`config.mk`:
```
export PLATFORM = sky130hd
export DESIGN_NAME = cfmask_unit
export DESIGN_NICKNAME = d
export VERILOG_FILES = /design/src/rtl/cfm_pkg.sv /design/src/rtl/cfm_ctrl.sv /design/src/rtl/cfm_datapath.sv /design/src/rtl/cfmask_unit.sv
export SDC_FILE = /design/constraint.sdc
export NUM_CORES = 1
export LEC_CHECK = 0
export BUFFER_PORTS_ARGS = -buffer_cell sky130_fd_sc_hd__buf_4
export CORE_MARGIN = 1
export CORE_UTILIZATION = 43
export CTS_BUF_LIST = sky130_fd_sc_hd__clkbuf_16
export DETAILED_ROUTE_END_ITERATION = 12
export PLACE_DENSITY_LB_ADDON = 0.3
export SYNTH_ARGS = -nofsm -noshare
export SYNTH_HDL_FRONTEND = slang
export SYNTH_SLANG_ARGS = --single-unit
export TNS_END_PERCENT = 10
```
`constraint.sdc`:
```
create_clock -name clk -period 2.1 [get_ports clk]
set_input_delay 0.105 -clock clk [delete_from_list [all_inputs] [get_ports clk]]
set_output_delay 0.105 -clock clk [all_outputs]
set_load 0.03 [all_outputs]
```
`src/rtl/cfm_pkg.sv`:
```
package cfm_pkg;

  typedef enum logic [1:0] {
    OP_REDUCE = 2'd0,
    OP_INT2F  = 2'd1,
    OP_F2F    = 2'd2,
    OP_RSV    = 2'd3
  } cfmOp_e;

  typedef enum logic [1:0] {
    FN_COPY = 2'd0,
    FN_AND  = 2'd1,
    FN_OR   = 2'd2,
    FN_XOR  = 2'd3
  } cfmFn_e;

  typedef struct packed {
    logic reduceEn;
    logic intUpdEn;
    logic fieldUpdEn;
    logic useImm;
    logic crWe;
  } cfmStrobe_t;

endpackage

```
`src/rtl/cfm_ctrl.sv`:
```
module cfm_ctrl
  import cfm_pkg::*;
#(
  parameter int REG_IDX_W = 5
) (
  input  logic                 clk,
  input  logic                 rst,
  input  logic                 opValid,
  input  logic [1:0]           opSel,
  input  logic [REG_IDX_W-1:0] srcRegIdx,
  output cfmStrobe_t           strobe
);

  cfmOp_e opKind;

  always_comb begin
    opKind            = cfmOp_e'(opSel);
    strobe            = '0;
    strobe.reduceEn   = opValid && (opKind == OP_REDUCE);
    strobe.intUpdEn   = opValid && (opKind == OP_INT2F);
    strobe.fieldUpdEn = opValid && (opKind == OP_F2F);
    strobe.useImm     = (srcRegIdx == '0);
    strobe.crWe       = strobe.intUpdEn || strobe.fieldUpdEn;
  end


  one_family_chk: assert property (@(posedge clk) disable iff (rst)
    $onehot0({strobe.reduceEn, strobe.intUpdEn, strobe.fieldUpdEn}));


  rsv_quiet_chk: assert property (@(posedge clk) disable iff (rst)
    (opSel == 2'd3) |-> !(strobe.crWe || strobe.reduceEn));

endmodule

```
`src/rtl/cfm_datapath.sv`:
```
module cfm_datapath
  import cfm_pkg::*;
#(
  parameter int FIELD_W    = 4,
  parameter int NUM_FIELDS = 8,
  parameter int INT_W      = 64,
  localparam int FIDX_W    = $clog2(NUM_FIELDS),
  localparam int CR_W      = FIELD_W * NUM_FIELDS
) (
  input  logic               clk,
  input  logic               rst,
  input  cfmStrobe_t         strobe,
  input  logic [FIELD_W-1:0] mask,
  input  logic [FIELD_W-1:0] setMap,
  input  logic               modeOr,
  input  logic [1:0]         logicFn,
  input  logic [FIDX_W-1:0]  srcField,
  input  logic [FIDX_W-1:0]  dstField,
  input  logic [INT_W-1:0]   intOperand,
  output logic [INT_W-1:0]   intResult,
  output logic               intWe,
  output logic [CR_W-1:0]    crImage
);

  logic [CR_W-1:0]    crReg;
  logic [CR_W-1:0]    crNext;
  logic [FIELD_W-1:0] fieldArr [NUM_FIELDS];
  logic [FIELD_W-1:0] srcVal;
  logic [FIELD_W-1:0] dstVal;
  logic [FIELD_W-1:0] srcAdj;
  logic [FIELD_W-1:0] updVal;
  logic [FIELD_W-1:0] newField;
  logic               andRed;
  logic               orRed;
  logic               redBit;
  logic               intBit;

  // Split the register into fields, field 0 at the top nibble.
  for (genvar f = 0; f < NUM_FIELDS; f++) begin : g_unpack
    assign fieldArr[f] = crReg[CR_W-1-f*FIELD_W -: FIELD_W];
  end

  assign srcVal = fieldArr[srcField];
  assign dstVal = fieldArr[dstField];

  // Masked reduction: unmasked bits are neutral for each operator.
  assign andRed = &(srcVal | ~mask);
  assign orRed  = |(srcVal & mask);
  assign redBit = modeOr ? orRed : andRed;

  assign intResult = strobe.reduceEn ? {{(INT_W-1){1'b0}}, redBit} : '0;
  assign intWe     = strobe.reduceEn;

  // Integer-to-field source bit; immediate mode contributes only the map.
  assign intBit = strobe.useImm ? 1'b0 : intOperand[0];
  assign srcAdj = srcVal ^ setMap;

  always_comb begin
    updVal = dstVal;
    if (strobe.intUpdEn) begin
      updVal = {FIELD_W{intBit}} ^ setMap;
    end else if (strobe.fieldUpdEn) begin
      unique case (cfmFn_e'(logicFn))
        FN_COPY: updVal = srcAdj;
        FN_AND:  updVal = dstVal & srcAdj;
        FN_OR:   updVal = dstVal | srcAdj;
        FN_XOR:  updVal = dstVal ^ srcAdj;
        default: updVal = dstVal;
      endcase
    end
  end

  assign newField = (updVal & mask) | (dstVal & ~mask);

  for (genvar f = 0; f < NUM_FIELDS; f++) begin : g_pack
    assign crNext[CR_W-1-f*FIELD_W -: FIELD_W] =
      (dstField == FIDX_W'(f)) ? newField : fieldArr[f];


    other_field_hold_chk: assert property (@(posedge clk) disable iff (rst)
      (dstField != FIDX_W'(f)) |=>
        (crReg[CR_W-1-f*FIELD_W -: FIELD_W] == $past(fieldArr[f])));
  end

  always_ff @(posedge clk) begin
    if (rst)             crReg <= '0;
    else if (strobe.crWe) crReg <= crNext;
  end

  assign crImage = crReg;


  reset_clear_chk: assert property (@(posedge clk)
    $past(rst) |-> (crReg == '0));


  idle_hold_chk: assert property (@(posedge clk) disable iff (rst)
    !strobe.crWe |=> (crReg == $past(crReg)));


  unmasked_keep_chk: assert property (@(posedge clk) disable iff (rst)
    strobe.crWe |=>
      ((fieldArr[$past(dstField)] & ~$past(mask)) == ($past(dstVal) & ~$past(mask))));


  and_empty_chk: assert property (@(posedge clk) disable iff (rst)
    (strobe.reduceEn && !modeOr && mask == '0) |-> (intResult == INT_W'(1)));


  or_empty_chk: assert property (@(posedge clk) disable iff (rst)
    (strobe.reduceEn && modeOr && mask == '0) |-> (intResult == '0));


  zext_chk: assert property (@(posedge clk) disable iff (rst)
    intWe |-> (intResult[INT_W-1:1] == '0));

endmodule

```
`src/rtl/cfmask_unit.sv`:
```
module cfmask_unit
  import cfm_pkg::*;
#(
  parameter int FIELD_W    = 4,
  parameter int NUM_FIELDS = 8,
  parameter int INT_W      = 64,
  parameter int REG_IDX_W  = 5,
  localparam int FIDX_W    = $clog2(NUM_FIELDS),
  localparam int CR_W      = FIELD_W * NUM_FIELDS
) (
  input  logic                 clk,
  input  logic                 rst,
  input  logic                 opValid,
  input  logic [1:0]           opSel,
  input  logic [FIELD_W-1:0]   mask,
  input  logic [FIELD_W-1:0]   setMap,
  input  logic                 modeOr,
  input  logic [1:0]           logicFn,
  input  logic [FIDX_W-1:0]    srcField,
  input  logic [FIDX_W-1:0]    dstField,
  input  logic [REG_IDX_W-1:0] srcRegIdx,
  input  logic [INT_W-1:0]     intOperand,
  output logic [INT_W-1:0]     intResult,
  output logic                 intWe,
  output logic [CR_W-1:0]      crImage
);

  cfmStrobe_t strobe;

  cfm_ctrl #(.REG_IDX_W(REG_IDX_W)) u_ctrl (
    .clk       (clk),
    .rst       (rst),
    .opValid   (opValid),
    .opSel     (opSel),
    .srcRegIdx (srcRegIdx),
    .strobe    (strobe)
  );

  cfm_datapath #(
    .FIELD_W    (FIELD_W),
    .NUM_FIELDS (NUM_FIELDS),
    .INT_W      (INT_W)
  ) u_dp (
    .clk        (clk),
    .rst        (rst),
    .strobe     (strobe),
    .mask       (mask),
    .setMap     (setMap),
    .modeOr     (modeOr),
    .logicFn    (logicFn),
    .srcField   (srcField),
    .dstField   (dstField),
    .intOperand (intOperand),
    .intResult  (intResult),
    .intWe      (intWe),
    .crImage    (crImage)
  );

endmodule

```
==> metrics.txt, run 1 <==
Seq/Total Area, Yosys 0.2252; Setup CP Type flip-flop to flip-flop; Clock Skew 0.005297 ns; Top Ports 188; Mapped Avg Cell Area 8.129 um2; Async SR Flop Fraction 0; area of the multi-input gates 1874 um2; warnings from Yosys 0; Switch Pwr 0.6316 mW; WL final 7715 um; DRC Markers 0; vias per cell 5.322; Synth top area share 0.2252; pin count of the biggest net entering global routing 42; total CTS buffers 5; standby leakage power 1.553 nW; vias after detailed routing 2725; Pins Over Slew Limit 0; filler cell count 585; Reg2Reg Launch Point u_dp.crImage[17]; Placer Congestion 0.8426; Die X 83.35 um; total gr overflow 0; synthesized area 2845 um2; Clock Latency Late Sink 0.28 ns; Pint 1.339 mW; CTS tree built; global-route wire length before repair 11610 um; Core Rows 29; Switching Fraction 0.3205; register area 648.1 um2; max reg flops 32; outcome complete, no violations; critical path arrival 2.19 ns; initial antenna violation count 0; final hold violation count 0; top cells by area, synth dfxtp_1 23%, buf_4 17%, a211oi_1 4.5%; Die H 83.35 um; Flop pwr share 0.317; Critical Path Max Stage Delay 0.49 ns; FF+latch count, synth 32; DR iter-0 viols 155; Synth cell types 56; RSZ-0062 raised after global routing true; dpl cell area 3334 um2; minimum clock period 2.046 ns; clock group share of total power 0.408; vias in the first global route 2323; Worst Path Required 2.24 ns; power density over cell area 549.7 nW/um2; Antenna Cells 0; CP Launch Type flip-flop; nets@finish 525; Setup crit end kind flip-flop; MaxCap Viol Count 0; Post-Syn Instances 350; Slowest-stage cell, CP mux4_1; Worst R2R Setup Slack 0.05 ns; Starting Density 0.4455; Hold EP u_dp.crImage[24]; final setup violation count 0; Hold Startpoint dstField[1]; Critical Path Fanout Max 8; peak supply drop 527.7 uV; final worst-path cycle share 0.9744; Routed Antenna Nets 0; CP cell instances mux4_1 -> mux2_4 -> or3_4 -> a31oi_4 -> buf_12 -> o32ai_2; Clock Pin Slew Worst Setup and Hold Paths 0.05 ns; Post-CTS Hold Buffers 0; fmax 488.7 MHz; share of cells above drive strength 1 0.3126; IO buf count 61; number of synthesized flops with an enable pin 0; reg2reg path depth 6; post-DP HPWL 5789 um; CTS root buf clkbuf_16; combinational power share 0.275; layout overhead on the synthesized area 25.99%; Max H-tree Level 2; hold path cells 4; full die area 6946 um2; final instance area 3585 um2; area of the core 6386 um2; final routed wire length divided by cell count 15.07 um; Synth Flop Type dfxtp_1; Sum Neg Setup Slack 0 ns; Max clock buf depth 2; All-Layer GR Usage 0.2094; drt pass-1 iters 4; Critical R2R Capture u_dp.crImage[1]; cell taking the most area after synthesis dfxtp_1; worst hold path type primary input to flip-flop; clk sink count 32
critical path, delay by kind of cell (launching register included):
| kind | cells | cell delay, ns |
|---|---|---|
| DFF | 1 | 0.32 |
| AOI/OAI and AO/OA | 2 | 0.29 |
| and+or+nand+nor | 1 | 0.39 |
| muxes | 2 | 0.76 |
| buffers and inverters | 1 | 0.15 |
repair_timing:
| item | CTS | global route |
|---|---|---|
| endpoints found under the setup margin | 2 | 18 |
| gates resized for setup | 0 | 19 |
| buffers inserted | 0 | 1 |
| pin swaps | 1 | 6 |
layout make-up:
| cell class | count | area share |
|---|---|---|
| multi-input cells | 283 | 0.5229 |
| repair buffers | 91 | 0.2021 |
| flip-flops and latches | 32 | 0.1808 |
| clock buffers | 5 | 0.03490 |
| well taps | 77 | 0.02688 |
| inverters | 21 | 0.02199 |
| clock inverters | 3 | 0.01047 |
synthesized netlist by cell type, types with 6 or more instances:
cell type,n
nand3_1,6
nor2_1,28
inv_1,21
nor3_1,11
dfxtp_1,32
mux2_2,9
a211oi_1,17
nor4_1,6
o21ai_0,9
o32ai_1,13
buf_4,65
nor2b_1,6
mux2i_1,12
nand2_1,29
logic make-up after synthesis:
| kind of cell | synth area share |
|---|---|
| simple gates | 0.2019 |
| buf+inv | 0.2181 |
| compound gates | 0.2032 |
| flops | 0.2252 |
| mux | 0.1381 |
| xor+xnor | 0.01232 |
| other cells | 0.001318 |
metal layers:
layer	up-vias	wire [um]	part of all wire	track usage
li1	1317	-	-	-
met1	1292	3509	0.45	0.2942
met2	108	3660	0.47	0.3234
met3	8	465	0.060	0.03579
met4	0	80	0.010	0.07053
met5	-	0	0	0
metrics by stage:
stage / util / setup slack [ns] / total power, mW / hold WS (ns) / instances
after CTS: 0.5476 / 0.01052 / 1.944 / 0.2770 / 511
after detailed placement: 0.5221 / -0.01432 / 1.147 / 0.5127 / 503
after global placement: 0.5221 / 0.03824 / 1.141 / 0.5048 / 503
after global routing: 0.5613 / -0.02985 / 2.031 / 0.3206 / 512
after floorplan: - / 0.01194 / 1.096 / 0.2974 / 412
final: 0.5613 / 0.05368 / 1.971 / 0.2982 / 512
how the worst max path moves through the flow:
stage / start / end / depth (start not counted)
2_1_floorplan: u_dp.crImage[5] / u_dp.crImage[13] / 5
3_3_place_gp: srcRegIdx[0] / u_dp.crImage[26] / 7
3_5_place_dp: srcRegIdx[0] / u_dp.crImage[30] / 7
4_1_cts: u_dp.crImage[17] / u_dp.crImage[5] / 5
5_1_grt: u_dp.crImage[18] / intResult[0] / 7
6_report: u_dp.crImage[17] / u_dp.crImage[1] / 6
layout by cell type, fill, tap and decap left out, drive strengths merged, types with 5 or more instances in the layout:
cell type / count
nand3: 6
inv: 21
nor2: 28
nor4: 7
nor2b: 6
o32ai: 13
conb: 63
o21ai: 10
nand3b: 5
a21oi: 5
nand2: 29
a211oi: 17
mux4: 6
dfxtp: 32
clkbuf: 5
nor3: 11
buf: 91
mux2: 10
mux2i: 13
power by group through the flow:
stage	Combinational, mW	Sequential [mW]	Clock (mW)
2_1_floorplan	0.445	0.651	0
3_3_place_gp	0.504	0.637	0
3_5_place_dp	0.510	0.637	0
4_1_cts	0.511	0.625	0.808
5_1_grt	0.575	0.626	0.831
6_report	0.541	0.625	0.804
No activity file was read; power rests on OpenSTA's default activity.
==> run 2, diff against run 1 <==
--- a/config.mk
+++ b/config.mk
@@ -11,6 +11,7 @@
 export CTS_BUF_LIST = sky130_fd_sc_hd__clkbuf_16
 export DETAILED_ROUTE_END_ITERATION = 12
 export PLACE_DENSITY_LB_ADDON = 0.3
+export RECOVER_POWER = 50
 export SYNTH_ARGS = -nofsm -noshare
 export SYNTH_HDL_FRONTEND = slang
 export SYNTH_SLANG_ARGS = --single-unit
==> constraint.sdc (replaced) <==
create_clock -name clk -period 2.1 [get_ports clk]
set_input_delay 0.21 -clock clk [delete_from_list [all_inputs] [get_ports clk]]
set_output_delay 0.21 -clock clk [all_outputs]
set_load 0.03 [all_outputs]
==> metrics.txt, run 2 (synthesized netlist as in run 1, its figures left out) <==
Max H-tree Level 2; Post-CTS Hold Buffers 0; Hold EP u_dp.crImage[25]; commonest non-fill, non-tap cell in the layout buf_4; Top Ports 188; standby leakage power 1.474 nW; Critical Path Fanout Max 4; Die X 83.35 um; hold path cells 4; Placer Congestion 0.8313; register area 651.9 um2; Worst R2R Setup Slack 0.02 ns; dpl cells 513; nets@finish 535; vias after detailed routing 2761; outcome finished with violations; CTS root buf clkbuf_16; minimum clock period 2.144 ns; critical path arrival 1.93 ns; Clock Latency Late Sink 0.28 ns; WL met1 3504 um; initial antenna violation count 0; filler cell count 611; Setup crit end kind output pin; final instance area 3513 um2; Antenna Cells 0; Setup CP Type flip-flop to output pin; WL met3 545 um; final worst-path cycle share 1.021; area of the core 6386 um2; final setup violation count 1; WL final 7729 um; final worst slack -0.04428 ns; reg2reg path depth 5; Pins Over Slew Limit 0; final routed wire length divided by cell count 14.83 um; most frequent cells in the layout 71 x buf_4, 63 x conb_1, 28 x nor2_1, 28 x nand2_1, 26 x clkbuf_1; Critical R2R Capture u_dp.crImage[5]; total CTS buffers 5; Routed Antenna Nets 0; IO buf count 61; DRC Markers 0; post-DP HPWL 6011 um; clk sink count 32; share of cells above drive strength 1 0.2635; Max clock buf depth 2; global-route wire length before repair 12360 um; DR iter-0 viols 165; Starting Density 0.4455; full die area 6946 um2; final hold violation count 0; total gr overflow 0; area of the multi-input gates 1852 um2; RSZ-0062 raised after global routing true; Finished Layout Cells 521; CP startpoint u_dp.crImage[2]; CP Launch Type flip-flop; Worst Path Required 1.89 ns; failing checks setup timing; dpl cell area 3422 um2; vias in the first global route 2492; max reg flops 32; layout overhead on the synthesized area 23.48%; Hold Startpoint dstField[1]; WL met2 3543 um; Reg2Reg Launch Point u_dp.crImage[17]; power density over cell area 523.0 nW/um2; All-Layer GR Usage 0.2219; pre-CTS WS -0.1470 ns; Die H 83.35 um; worst hold margin 0.3874 ns; drt pass-1 iters 4; pin count of the biggest net entering global routing 42; Core Rows 29; MaxCap Viol Count 0; CTS tree built; Clock Skew 0.001993 ns; worst hold path type primary input to flip-flop; fmax 466.4 MHz; Clock Pin Slew Worst Setup and Hold Paths 0.05 ns; peak supply drop 455.0 uV; Top Layer Used met4; vias per cell 5.299
[run 2: changes by cell type in the layout (fill, tap and decap cells not counted), sizes merged]
cell,delta
bufinv,-1
clkbuf,+26
buf,-16
[run 2: how the worst max path moves through the flow]
stage / end / slack (ns) / depth (start not counted)
floorplan: u_dp.crImage[13] / 0.01 / 5
global placement: u_dp.crImage[0] / -0.12 / 6
detailed placement: u_dp.crImage[28] / -0.15 / 8
CTS: intResult[0] / -0.01 / 7
global route: intResult[0] / -0.11 / 7
finish: intResult[0] / -0.04 / 7
[run 2: per-layer routing]
| metal | vias up | track usage |
|---|---|---|
| li1 | 1339 | - |
| met1 | 1275 | 0.3112 |
| met2 | 135 | 0.3435 |
| met3 | 12 | 0.03579 |
| met4 | 0 | 0.07837 |
| met5 | - | 0 |
[run 2: final cells by class]
class,count,share of cell area
Sequential cell,32,0.1855
Timing Repair Buffer,101,0.1998
Tap cell,77,0.02742
Clock inverter,2,0.002137
Inverter,21,0.02244
Clock buffer,5,0.03561
Multi-Input combinational cell,283,0.5271
[run 2: worst max-delay path: stages (launching register included)]
cell      delay [ns]
dfxtp_2         0.33
mux4_2          0.49
mux2i_2         0.21
buf_4           0.15
a222oi_1        0.08
a21oi_1         0.17
nor2_1          0.06
buf_4           0.16
[run 2: report_power, final]
group	switching [mW]	total, mW	internal (mW)
Sequential	0.00912	0.626	0.617
Clock	0.247	0.670	0.423
Combinational	0.368	0.541	0.173
Total	0.625	1.84	1.21
[run 2: stage by stage]
step	total power, mW	setup TNS, ns	utilization
detailed placement	1.167	-1.750	0.5359
CTS	1.837	-0.01018	0.5596
floorplan	1.096	0	-
global route	1.914	-0.1937	0.5502
finish	1.838	-0.04428	0.5502
global placement	1.160	-1.291	0.5359
[run 2: repair_timing]
item | CTS | global route
endpoints found under the hold margin | 0 | 0
buffers inserted | 1 | 0
resized for setup | 5 | 13
setup endpoints to repair | 9 | 16
pin swaps | 4 | 6
==> run 3, diff against run 2 <==
--- a/config.mk
+++ b/config.mk
@@ -7,12 +7,13 @@
 export LEC_CHECK = 0
 export BUFFER_PORTS_ARGS = -buffer_cell sky130_fd_sc_hd__buf_4
 export CORE_MARGIN = 1
-export CORE_UTILIZATION = 43
+export CORE_UTILIZATION = 44
 export CTS_BUF_LIST = sky130_fd_sc_hd__clkbuf_16
 export DETAILED_ROUTE_END_ITERATION = 12
 export PLACE_DENSITY_LB_ADDON = 0.3
 export RECOVER_POWER = 50
 export SYNTH_ARGS = -nofsm -noshare
 export SYNTH_HDL_FRONTEND = slang
+export SYNTH_HIERARCHICAL = 1
 export SYNTH_SLANG_ARGS = --single-unit
 export TNS_END_PERCENT = 10
==> metrics.txt, run 3 <==
outcome finished with violations; failing checks DRC; vias in the first global route 2397; nets@finish 512; peak supply drop 333.9 uV; clk sink count 32; global-route wire length before repair 11870 um; CTS tree built; Post-synth top cells 64 x buf_4, 32 x dfxtp_1, 32 x nand2_1; critical path arrival 1.86 ns; Pins Over Slew Limit 0; number of synthesized flops with an enable pin 0; Die X 84.84 um; Top Ports 188; most frequent cells in the layout 63 x conb_1, 50 x buf_4, 32 x nand2_1; Hold EP u_dp/crImage[2]; Post-CTS Hold Buffers 0; WL final 7590 um; Clock Skew 0.006748 ns; Synth cell types 53; final hold violation count 0; CP Launch Type flip-flop; initial antenna violation count 0; MaxCap Viol Count 0; gr busiest metal met2; area of the core 6495 um2; Clock Pin Slew Worst Setup and Hold Paths 0.05 ns; max reg flops 32; share of cells above drive strength 1 0.2701; worst hold path type primary input to flip-flop; Critical Path Fanout Max 4; FF+latch count, synth 32; Worst Path Required 1.89 ns; cell taking the most area after synthesis dfxtp_1; DR iter-0 viols 184; vias per cell 5.327; Setup crit end kind output pin; Mapped Avg Cell Area 8.676 um2; warnings from Yosys 6; filler cell count 617; Starting Density 0.4648; CTS root buf clkbuf_16; Clock Latency Late Sink 0.27 ns; pin count of the biggest net entering global routing 49; full die area 7197 um2; drt pass-1 iters 8; Async SR Flop Fraction 0; Synth Flop Type dfxtp_1; met1 Use GR 0.2697; Synth top area share 0.2122; standby leakage power 1.459 nW; Worst R2R Setup Slack 0.11 ns; Post-Syn Instances 348; Max H-tree Level 2; Reg2Reg Launch Point u_dp/crImage[11]; Seq/Total Area, Yosys 0.2122; DRC Markers 10; post-DP HPWL 5678 um; final setup violation count 0; commonest non-fill, non-tap cell in the layout conb_1; Critical R2R Capture u_dp/crImage[31]; Die H 84.84 um; layout overhead on the synthesized area 16.33%; final routed wire length divided by cell count 15.21 um; final worst-path cycle share 0.9865; slew margin rel. 0.6296; Routed Antenna Nets 0; Core Rows 29; synthesized area 3019 um2; hold path cells 4; RSZ-0062 raised after global routing true; reg2reg path depth 6; minimum clock period 2.072 ns; Placer Congestion 0.8378; power density over cell area 513.1 nW/um2; met3 Use GR 0.03599; Max clock buf depth 2; worst slew pin tran 0.5555 ns; Hold Startpoint mask[2]; vias after detailed routing 2658; Sum Neg Setup Slack 0 ns; Layout Utilization 0.5407; Antenna Cells 0; All-Layer GR Usage 0.2062; Setup CP Type flip-flop to output pin; top cells by area, synth dfxtp_1 21%, buf_4 16%, mux2i_1 9.0%; IO buf count 61; total CTS buffers 5; total gr overflow 0; fmax 482.7 MHz; Global Route met2 Usage 0.3533; most frequent cell after synthesis buf_4; PnR Total Power 1.802 mW
run 3: cell count changes after synthesis, moves of 4 or more:
cell,delta
nand3b_1,+22
a211oi_1,-17
inv_1,-15
mux2i_1,+15
o21ai_1,+15
o32ai_1,-13
a311oi_1,+8
nor3_1,-8
o21ai_0,-8
o41ai_2,+8
a22oi_1,+6
nor4_1,-6
mux2_2,-5
clkbuf_1,+4
run 3: kinds of logic (layout without fill, tap and decap cells):
logic type | count (synthesis) | after routing | synth area share
AOI/OAI and AO/OA | 68 | 68 | 0.2060
and+or+nand+nor | 120 | 120 | 0.2172
xor gates and xnor gates | 6 | 6 | 0.01990
buffers and inverters | 84 | 96 | 0.2002
muxes | 37 | 37 | 0.1434
DFF | 32 | 32 | 0.2122
other | 1 | 63 | 0.001242
run 3: power breakdown:
part,switching [mW],internal (mW),leakage [nW],total [mW]
registers,0.00556,0.611,0.265,0.617
clock network,0.240,0.425,0.0738,0.665
logic,0.358,0.162,1.12,0.520
run 3: through the flow:
stage               worst slack (ns)  area, um2  hold WS, ns  std cells
floorplan                   -0.06817       3269       0.4720        410
global placement             -0.2570       3358       0.5069        486
detailed placement           -0.3566       3358       0.5102        486
CTS                        -0.006952       3526       0.3870        494
global route                -0.03692       3512       0.4083        499
finish                       0.02843       3512       0.3919        499
run 3: area by class of cell:
class                      instances  area (um2)  share of cell area
tap                               77       96.34             0.02743
sequential                        32       661.9              0.1885
clock inverter                     3       11.26            0.003206
multi-input combinational        294        2076              0.5910
timing repair buffer              82       519.2              0.1478
inverter                           6       22.52            0.006413
clock buffer                       5       125.1             0.03563
run 3: how the worst max path moves through the flow:
| stage | startpoint | end |
|---|---|---|
| 6_report | u_dp/crImage[11] | intResult[0] |
| 5_1_grt | u_dp/crImage[18] | intResult[0] |
| 4_1_cts | u_dp/crImage[23] | intResult[0] |
| 3_5_place_dp | srcRegIdx[0] | u_dp/crImage[5] |
| 3_3_place_gp | srcRegIdx[0] | u_dp/crImage[29] |
| 2_1_floorplan | srcRegIdx[0] | u_dp/crImage[13] |
run 3: critical path, cell delays in order, from the launching register on:
cell and delay (ns):
dfxtp_2 0.37, mux2i_1 0.09, mux4_2 0.54, a22oi_2 0.14, a21oi_1 0.08, and3b_1 0.23
buf_6 0.13
run 3: per-layer routing:
layer  up-vias  part of all wire
li1       1285                 -
met1      1255              0.46
met2       114              0.48
met3         4             0.054
met4         0            0.0072
met5         -                 0
run 3: what timing repair did:
item                       4_1_cts  5_1_grt
resized for setup               11       15
buffers inserted                 0        5
setup endpoints to repair        9        9
pin swaps                        1        5
